$ cat config.mk
export PLATFORM = sky130hd
export DESIGN_NAME = svid_regbank
export DESIGN_NICKNAME = d
export VERILOG_FILES = /design/src/rtl/svid_regbank_pkg.sv /design/src/rtl/svid_rst_sync.sv /design/src/rtl/svid_cfg_regs.sv /design/src/rtl/svid_telem.sv /design/src/rtl/svid_regbank.sv
export SDC_FILE = /design/constraint.sdc
export NUM_CORES = 1
export LEC_CHECK = 0
export BUFFER_PORTS_ARGS = -buffer_cell sky130_fd_sc_hd__buf_2
export CORE_ASPECT_RATIO = 1.5
export CORE_UTILIZATION = 45
export DETAILED_ROUTE_END_ITERATION = 8
export GPL_TIMING_DRIVEN = 0
export MAX_ROUTING_LAYER = met4
export SYNTH_ARGS = -nofsm -noshare
export SYNTH_HDL_FRONTEND = slang
export SYNTH_SLANG_ARGS = --single-unit
export TNS_END_PERCENT = 5
$ cat constraint.sdc
create_clock -name clk -period 5.4 [get_ports clk]
set_clock_uncertainty 0.15 [all_clocks]
set_input_delay 1.08 -clock clk [delete_from_list [all_inputs] [get_ports clk]]
set_output_delay 1.08 -clock clk [all_outputs]
set_load 0.005 [all_outputs]
$ cat src/rtl/svid_regbank_pkg.sv
`timescale 1ns/1ps
package svid_regbank_pkg;
  localparam int DW   = 8;
  localparam int RW_N = 5;

  // writable slot numbers
  localparam int SL_TMAX = 0;
  localparam int SL_VMAX = 1;
  localparam int SL_VID  = 2;
  localparam int SL_PST  = 3;
  localparam int SL_OFS  = 4;

  localparam logic [RW_N-1:0][DW-1:0] RW_IDX = {8'h33, 8'h32, 8'h31, 8'h30, 8'h22};
  localparam logic [RW_N-1:0][DW-1:0] RW_DEF = {8'h00, 8'h00, 8'h00, 8'hB5, 8'h64};

  localparam logic [DW-1:0] IX_STAT1  = 8'h10;
  localparam logic [DW-1:0] IX_STAT2  = 8'h11;
  localparam logic [DW-1:0] IX_IOUT   = 8'h15;
  localparam logic [DW-1:0] IX_VOUT   = 8'h16;
  localparam logic [DW-1:0] IX_TEMP   = 8'h17;
  localparam logic [DW-1:0] IX_SHADOW = 8'h1C;
  localparam logic [DW-1:0] IX_ICCMAX = 8'h21;

  typedef struct packed {
    logic          hit;
    logic [DW-1:0] val;
  } const_hit_t;

  function automatic const_hit_t const_lookup(input logic [DW-1:0] idx);
    const_hit_t r;
    r.hit = 1'b1;
    case (idx)
      8'h00:   r.val = 8'h1A;
      8'h01:   r.val = 8'h13;
      8'h02:   r.val = 8'h01;
      8'h05:   r.val = 8'h02;
      8'h06:   r.val = 8'hC7;
      8'h24:   r.val = 8'h0A;
      8'h25:   r.val = 8'h02;
      default: begin r.hit = 1'b0; r.val = '0; end
    endcase
    return r;
  endfunction
endpackage

$ cat src/rtl/svid_rst_sync.sv
`timescale 1ns/1ps
module svid_rst_sync #(
  parameter int STAGES = 2
) (
  input  logic clk,
  input  logic rst_n,
  output logic rst_n_s
);
  logic [STAGES-1:0] chain_q;
  logic [STAGES-1:0] chain_d;

  always_comb chain_d = {chain_q[STAGES-2:0], 1'b1};

  always_ff @(posedge clk or negedge rst_n) begin
    if (!rst_n) chain_q <= '0;
    else        chain_q <= chain_d;
  end

  assign rst_n_s = chain_q[STAGES-1];
endmodule

$ cat src/rtl/svid_cfg_regs.sv
`timescale 1ns/1ps
module svid_cfg_regs
  import svid_regbank_pkg::*;
#(
  parameter int AW = 8
) (
  input  logic                     clk,
  input  logic                     rst_n,
  input  logic [AW-1:0]            idx,
  input  logic [DW-1:0]            wdata,
  input  logic                     wr_en,
  output logic [RW_N-1:0][DW-1:0]  rw_q,
  output logic                     nsup_q,
  output logic                     err_q
);
  logic [RW_N-1:0] sel;
  logic [RW_N-1:0] ld;
  logic            over_ceiling;
  logic            nsup_d, err_d;

  assign over_ceiling = wdata > rw_q[SL_VMAX];

  for (genvar i = 0; i < RW_N; i++) begin : g_slot
    logic [DW-1:0] q, d;
    assign sel[i] = wr_en && (idx == AW'(RW_IDX[i]));
    if (i == SL_VID) begin : g_ceil
      assign ld[i] = sel[i] && !over_ceiling;
    end else begin : g_plain
      assign ld[i] = sel[i];
    end
    always_comb d = ld[i] ? wdata : q;
    always_ff @(posedge clk or negedge rst_n) begin
      if (!rst_n) q <= RW_DEF[i];
      else        q <= d;
    end
    assign rw_q[i] = q;
  end

  always_comb begin
    nsup_d = sel[SL_VID] && over_ceiling;
    err_d  = wr_en && !(|sel);
  end

  always_ff @(posedge clk or negedge rst_n) begin
    if (!rst_n) begin
      nsup_q <= 1'b0;
      err_q  <= 1'b0;
    end else begin
      nsup_q <= nsup_d;
      err_q  <= err_d;
    end
  end


  vid_reject_chk: assert property (@(posedge clk) disable iff (!rst_n)
    (sel[SL_VID] && over_ceiling) |=> (nsup_q && rw_q[SL_VID] == $past(rw_q[SL_VID])));

  vid_ceiling_chk: assert property (@(posedge clk) disable iff (!rst_n)
    ld[SL_VID] |=> (rw_q[SL_VID] <= $past(rw_q[SL_VMAX]) && !nsup_q));

  ro_write_chk: assert property (@(posedge clk) disable iff (!rst_n)
    (wr_en && !(|sel)) |=> (err_q && $stable(rw_q)));

  flag_excl_chk: assert property (@(posedge clk) disable iff (!rst_n)
    !(err_q && nsup_q));
endmodule

$ cat src/rtl/svid_telem.sv
`timescale 1ns/1ps
module svid_telem
  import svid_regbank_pkg::*;
#(
  parameter int AW = 8
) (
  input  logic           clk,
  input  logic           rst_n,
  input  logic [AW-1:0]  idx,
  input  logic           rd_en,
  input  logic [DW-1:0]  stat2_in,
  input  logic [DW-1:0]  iout_amps,
  input  logic [DW-1:0]  icc_meas,
  input  logic           icc_capture,
  output logic [DW-1:0]  icc_q,
  output logic [DW-1:0]  iout_code,
  output logic [DW-1:0]  shadow_q
);
  localparam logic [2*DW-1:0] FULL = (2*DW)'({DW{1'b1}});

  logic          cap_done_q, cap_done_d;
  logic [DW-1:0] icc_d, shadow_d;
  logic          cap_fire, shadow_fire;
  logic [2*DW-1:0] prod;

  always_comb begin
    cap_fire    = icc_capture && !cap_done_q;
    shadow_fire = rd_en && (idx == AW'(IX_STAT2));
    cap_done_d  = cap_done_q | cap_fire;
    icc_d       = cap_fire ? icc_meas : icc_q;
    shadow_d    = shadow_fire ? stat2_in : shadow_q;
  end

  always_ff @(posedge clk or negedge rst_n) begin
    if (!rst_n) begin
      cap_done_q <= 1'b0;
      icc_q      <= '0;
      shadow_q   <= '0;
    end else begin
      cap_done_q <= cap_done_d;
      icc_q      <= icc_d;
      shadow_q   <= shadow_d;
    end
  end

  // scaled current: full scale at the captured maximum
  always_comb begin
    prod = (2*DW)'(iout_amps) * FULL;
    if (icc_q == '0 || iout_amps >= icc_q) iout_code = {DW{1'b1}};
    else                                   iout_code = DW'(prod / (2*DW)'(icc_q));
  end


  icc_frozen_chk: assert property (@(posedge clk) disable iff (!rst_n)
    cap_done_q |=> $stable(icc_q));

  shadow_copy_chk: assert property (@(posedge clk) disable iff (!rst_n)
    shadow_fire |=> shadow_q == $past(stat2_in));

  shadow_hold_chk: assert property (@(posedge clk) disable iff (!rst_n)
    !shadow_fire |=> $stable(shadow_q));
endmodule

$ cat src/rtl/svid_regbank.sv
`timescale 1ns/1ps
module svid_regbank
  import svid_regbank_pkg::*;
#(
  parameter int AW = 8
) (
  input  logic          clk,
  input  logic          rst_n,
  input  logic [AW-1:0] reg_idx,
  input  logic [7:0]    wr_data,
  input  logic          wr_en,
  input  logic          rd_en,
  input  logic [7:0]    stat1_in,
  input  logic [7:0]    stat2_in,
  input  logic [7:0]    iout_amps,
  input  logic [7:0]    vout_in,
  input  logic [7:0]    temp_in,
  input  logic [7:0]    icc_meas,
  input  logic          icc_capture,
  output logic [7:0]    rd_data,
  output logic          nsup_ack,
  output logic          err_ack,
  output logic [7:0]    vid_out,
  output logic [7:0]    pstate_out,
  output logic [7:0]    offset_out
);
  logic                    rst_n_s;
  logic [RW_N-1:0][DW-1:0] rw_q;
  logic [DW-1:0]           icc_q, iout_code, shadow_q;
  logic [DW-1:0]           rd_mux, rd_d;
  const_hit_t              cst;

  svid_rst_sync #(.STAGES(2)) u_rst (
    .clk(clk), .rst_n(rst_n), .rst_n_s(rst_n_s)
  );

  svid_cfg_regs #(.AW(AW)) u_cfg (
    .clk(clk), .rst_n(rst_n_s), .idx(reg_idx), .wdata(wr_data), .wr_en(wr_en),
    .rw_q(rw_q), .nsup_q(nsup_ack), .err_q(err_ack)
  );

  svid_telem #(.AW(AW)) u_tel (
    .clk(clk), .rst_n(rst_n_s), .idx(reg_idx), .rd_en(rd_en), .stat2_in(stat2_in),
    .iout_amps(iout_amps), .icc_meas(icc_meas), .icc_capture(icc_capture),
    .icc_q(icc_q), .iout_code(iout_code), .shadow_q(shadow_q)
  );

  always_comb begin
    cst    = const_lookup(DW'(reg_idx));
    rd_mux = '0;
    if (cst.hit) rd_mux = cst.val;
    for (int k = 0; k < RW_N; k++)
      if (reg_idx == AW'(RW_IDX[k])) rd_mux = rw_q[k];
    if (reg_idx == AW'(IX_STAT1))  rd_mux = stat1_in;
    if (reg_idx == AW'(IX_STAT2))  rd_mux = stat2_in;
    if (reg_idx == AW'(IX_IOUT))   rd_mux = iout_code;
    if (reg_idx == AW'(IX_VOUT))   rd_mux = vout_in;
    if (reg_idx == AW'(IX_TEMP))   rd_mux = temp_in;
    if (reg_idx == AW'(IX_SHADOW)) rd_mux = shadow_q;
    if (reg_idx == AW'(IX_ICCMAX)) rd_mux = icc_q;
    rd_d = rd_en ? rd_mux : rd_data;
  end

  always_ff @(posedge clk or negedge rst_n_s) begin
    if (!rst_n_s) rd_data <= '0;
    else          rd_data <= rd_d;
  end

  assign vid_out    = rw_q[SL_VID];
  assign pstate_out = rw_q[SL_PST];
  assign offset_out = rw_q[SL_OFS];


  unimpl_zero_chk: assert property (@(posedge clk) disable iff (!rst_n_s)
    (rd_en && reg_idx == AW'(8'h12)) |=> rd_data == '0);

  rd_hold_chk: assert property (@(posedge clk) disable iff (!rst_n_s)
    !rd_en |=> $stable(rd_data));

  vendor_id_chk: assert property (@(posedge clk) disable iff (!rst_n_s)
    (rd_en && reg_idx == AW'(8'h00)) |=> rd_data == 8'h1A);
endmodule

==> key figures <==
Setup path
  • Internal reg-to-reg setup slack: -23.58 ns
  • Crit path top cell by count: o21a_1
  • Top delay family on crit path: compound AO/OA/AOI/OAI gates
  • Worst Path Arrival: 31.04 ns
  • CP Class: in2reg
  • CP required: 5.46 ns
  • CP bufs+invs: 21
  • Highest net fanout along the worst path: 8
  • Slowest cell on the critical path: fa_2
  • Max incr delay on CP: 0.60 ns
  • CP endpoint kind: register
  • Startpoint types: input port

Die
  • Die ar.: 0.0257 mm^2
  • Initial Util: 46.0%
  • Die height: 196 um
  • Core Area: 0.0245 mm^2
  • I/O pin cnt: 103
  • Die X: 131 um
  • Core Rows: 70

Clock tree
  • Clock transition at path regs: 0.06 ns
  • CTS tree: yes
  • CTS root buf: clkbuf_16
  • Worst-Skew Late Latency: 0.34 ns
  • H-Tree Depth: 3
  • Sink Count: 69
  • Maximum buffer depth of the clock tree: 2
  • CTS Buf Count: 9

STA
  • Fin. max-slew vios: 0
  • Final min period: 30.98 ns
  • RSZ-0062 raised after global routing: true
  • Final Setup Violations: 8
  • Hold Vio Cnt, Final: 0
  • Slew headroom: 8.20%
  • Worst-margin pin slew: 1.38 ns
  • Fmax: 32.3 MHz
  • Fin crit share: 574%
  • Final worst setup slack: -25.58 ns

GRT
  • Total track usage: 29.6%
  • Congestion Overflow GR: 0
  • Vias in the first global route: 12,000
  • Largest net degree at the start of global routing: 68
  • Antenna violations before repair: 6
  • First-pass GRT wire length: 59,400 um

Yosys
  • Mapped Nets: 1,631
  • Synthesis-stage register bit count: 69
  • Synth Instances: 1,379
  • Yosys warning count: 0
  • Cell variety after synth: 91
  • Async SR Flop Fraction: 100%
  • Synth top area share: 17.1%
  • EDFF count, synth: 0
  • Main area contributors after synthesis: ha_1, dfrtp_1, mux2_2
  • Cell taking the most area after synthesis: ha_1
  • Register area share after synthesis: 15.4%
  • Top FF cell, synth: dfrtp_1
  • Average cell area after synthesis: 8.18 um^2
  • Cell Area, Synth: 0.0113 mm^2

Worst hold path
  • Worst hold path class: reg2reg

Place
  • Post-Place Worst Slack: -29.94 ns
  • GPL Wtd Cong: 0.909
  • DP Wirelength: 27,600 um
  • PortBufs: 98

Route
  • Vias: 11,800
  • Final wirelength: 37,600 um
  • DRC: 0
  • Routed Antenna Nets: 0
  • Initial DRT Pass Iterations: 5
  • DRT iter0 DRCs: 514
  • DR WL/cell: 18.8 um
  • Mean number of vias per cell: 5.89

Cells and area
  • Share of cells above drive strength 1: 35.8%
  • Layout Nets: 1,914
  • Finished Core Util: 62.4%
  • Synthesis-to-layout area growth: 35.5%

Job
  • Number of max-cap violations: 0

Status
  • Failing checks: negative setup slack
  • Status: finished, violations left
==> final timing paths <==
kind                                        end             start  depth (start not counted)
setup reg to reg                     rd_data[0]    u_tel.icc_q[2]                        155
hold reg to reg                u_rst.chain_q[1]  u_rst.chain_q[0]                          0
setup / recovery                     rd_data[0]      iout_amps[1]                        165
min in group asynchronous  u_cfg.g_slot[3].q[5]  u_rst.chain_q[1]                          0
max in group asynchronous     u_tel.shadow_q[3]  u_rst.chain_q[1]                          0
hold / removal                 u_rst.chain_q[1]  u_rst.chain_q[0]                          0
==> worst reg2reg max path: cells and delay by family (launching register included) <==
family,cells,cell delay [ns]
AO/OA/AOI/OAI,77,13.81
flip-flops,1,0.38
multiplexers,6,1.73
adder cells (fa/ha/maj),15,3.44
buffers and inverters,18,3.23
AND/OR/NAND/NOR,39,6.14
==> logic make-up (layout without fill, tap and decap cells) <==
| group | after synthesis | count (layout) | share of synthesized area, % |
|---|---|---|---|
| compound gates | 415 | 415 | 25.1 |
| mux | 87 | 87 | 8.89 |
| fa+ha+maj | 184 | 184 | 22.3 |
| simple gates | 417 | 417 | 18.2 |
| buf+inv | 152 | 440 | 5.93 |
| flops | 69 | 69 | 15.4 |
| other cells | 1 | 8 | 0.0332 |
| xor+xnor | 54 | 54 | 4.19 |
==> flip-flops by register name, summed over array words and instances, names as in the netlist <==
register and count:
rd_data 8, u_cfg.err_q 1, u_cfg.g_slot.q 40, u_cfg.nsup_q 1, u_rst.chain_q 2, u_tel.cap_done_q 1, u_tel.icc_q 8, u_tel.shadow_q 8
==> per-stage QoR <==
stage	instance area [um^2]	instances	hold slack (ns)	TNS [ns]
after floorplan	11700	1379	0.181	-143.26
after detailed placement	12600	1803	0.192	-174.35
after CTS	14500	1951	0.205	-147.82
after global placement	12600	1801	0.195	-172.86
final	15300	1998	0.201	-148.09
after global routing	15300	1997	0.216	-155.17
==> repair_timing <==
item / CTS / global route
setup endpoints to repair: 8 / 8
hold buffers: 0 / 0
gates resized for setup: 127 / 84
pin swaps: 122 / 114
setup buffers: 132 / 41
==> cell usage in the layout (no fill, tap or decap), types with 28 or more instances in the layout <==
cell type / instances
buf_4: 194
ha_1: 118
nor2_1: 105
nand2_1: 94
inv_1: 92
buf_2: 92
a21oi_1: 71
o21ai_0: 62
dfrtp_1: 60
mux2_2: 58
nor3_1: 50
o21a_1: 42
xnor2_1: 37
ha_4: 28
==> cell usage after synthesis (5+ instances only) <==
library cell,instances
o21ai_0,86
buf_4,24
and4_1,5
or3_1,11
mux2_2,63
nand3_1,19
nand3b_1,5
nor3_1,53
o221a_2,6
o211ai_1,21
a221oi_1,9
a2111oi_0,5
xor2_1,17
a211o_1,7
a21oi_1,92
dfstp_2,8
a211oi_1,10
a31oi_1,17
clkbuf_1,23
nor4_1,6
dfrtp_1,61
a311o_1,5
ha_1,154
a22oi_1,14
nand2_1,99
o21a_1,44
a21o_1,21
o22ai_1,8
o31ai_1,15
nor2_1,118
nand4_1,15
or2_2,11
inv_1,102
and2_1,15
o21ai_1,5
fa_1,29
o41ai_1,5
nor2b_1,18
nand2b_1,19
xnor2_1,37
mux2i_1,19
==> routing by layer <==
metal | global-route usage [%] | wire length, um | vias to the layer above
met5 | - | 0 | -
met4 | 12.6 | 1620 | 0
met3 | 3.49 | 1470 | 124
met2 | 55.4 | 19900 | 316
met1 | 31.2 | 14600 | 5634
li1 | - | - | 5688
==> final cells by class <==
type	count	area (um^2)
sequential	69	1740
clock inverter	6	88.8
clock buffer	10	229
fill	2169	9230
multi-input combinational	1158	10200
buffer	49	358
tap	324	405
timing repair buffer	273	1900
inverter	102	392
antenna	7	17.5
Power is left out: the tool's default activity adds up to more than one toggle a clock period on the data nets, which glitch-free logic cannot reach.
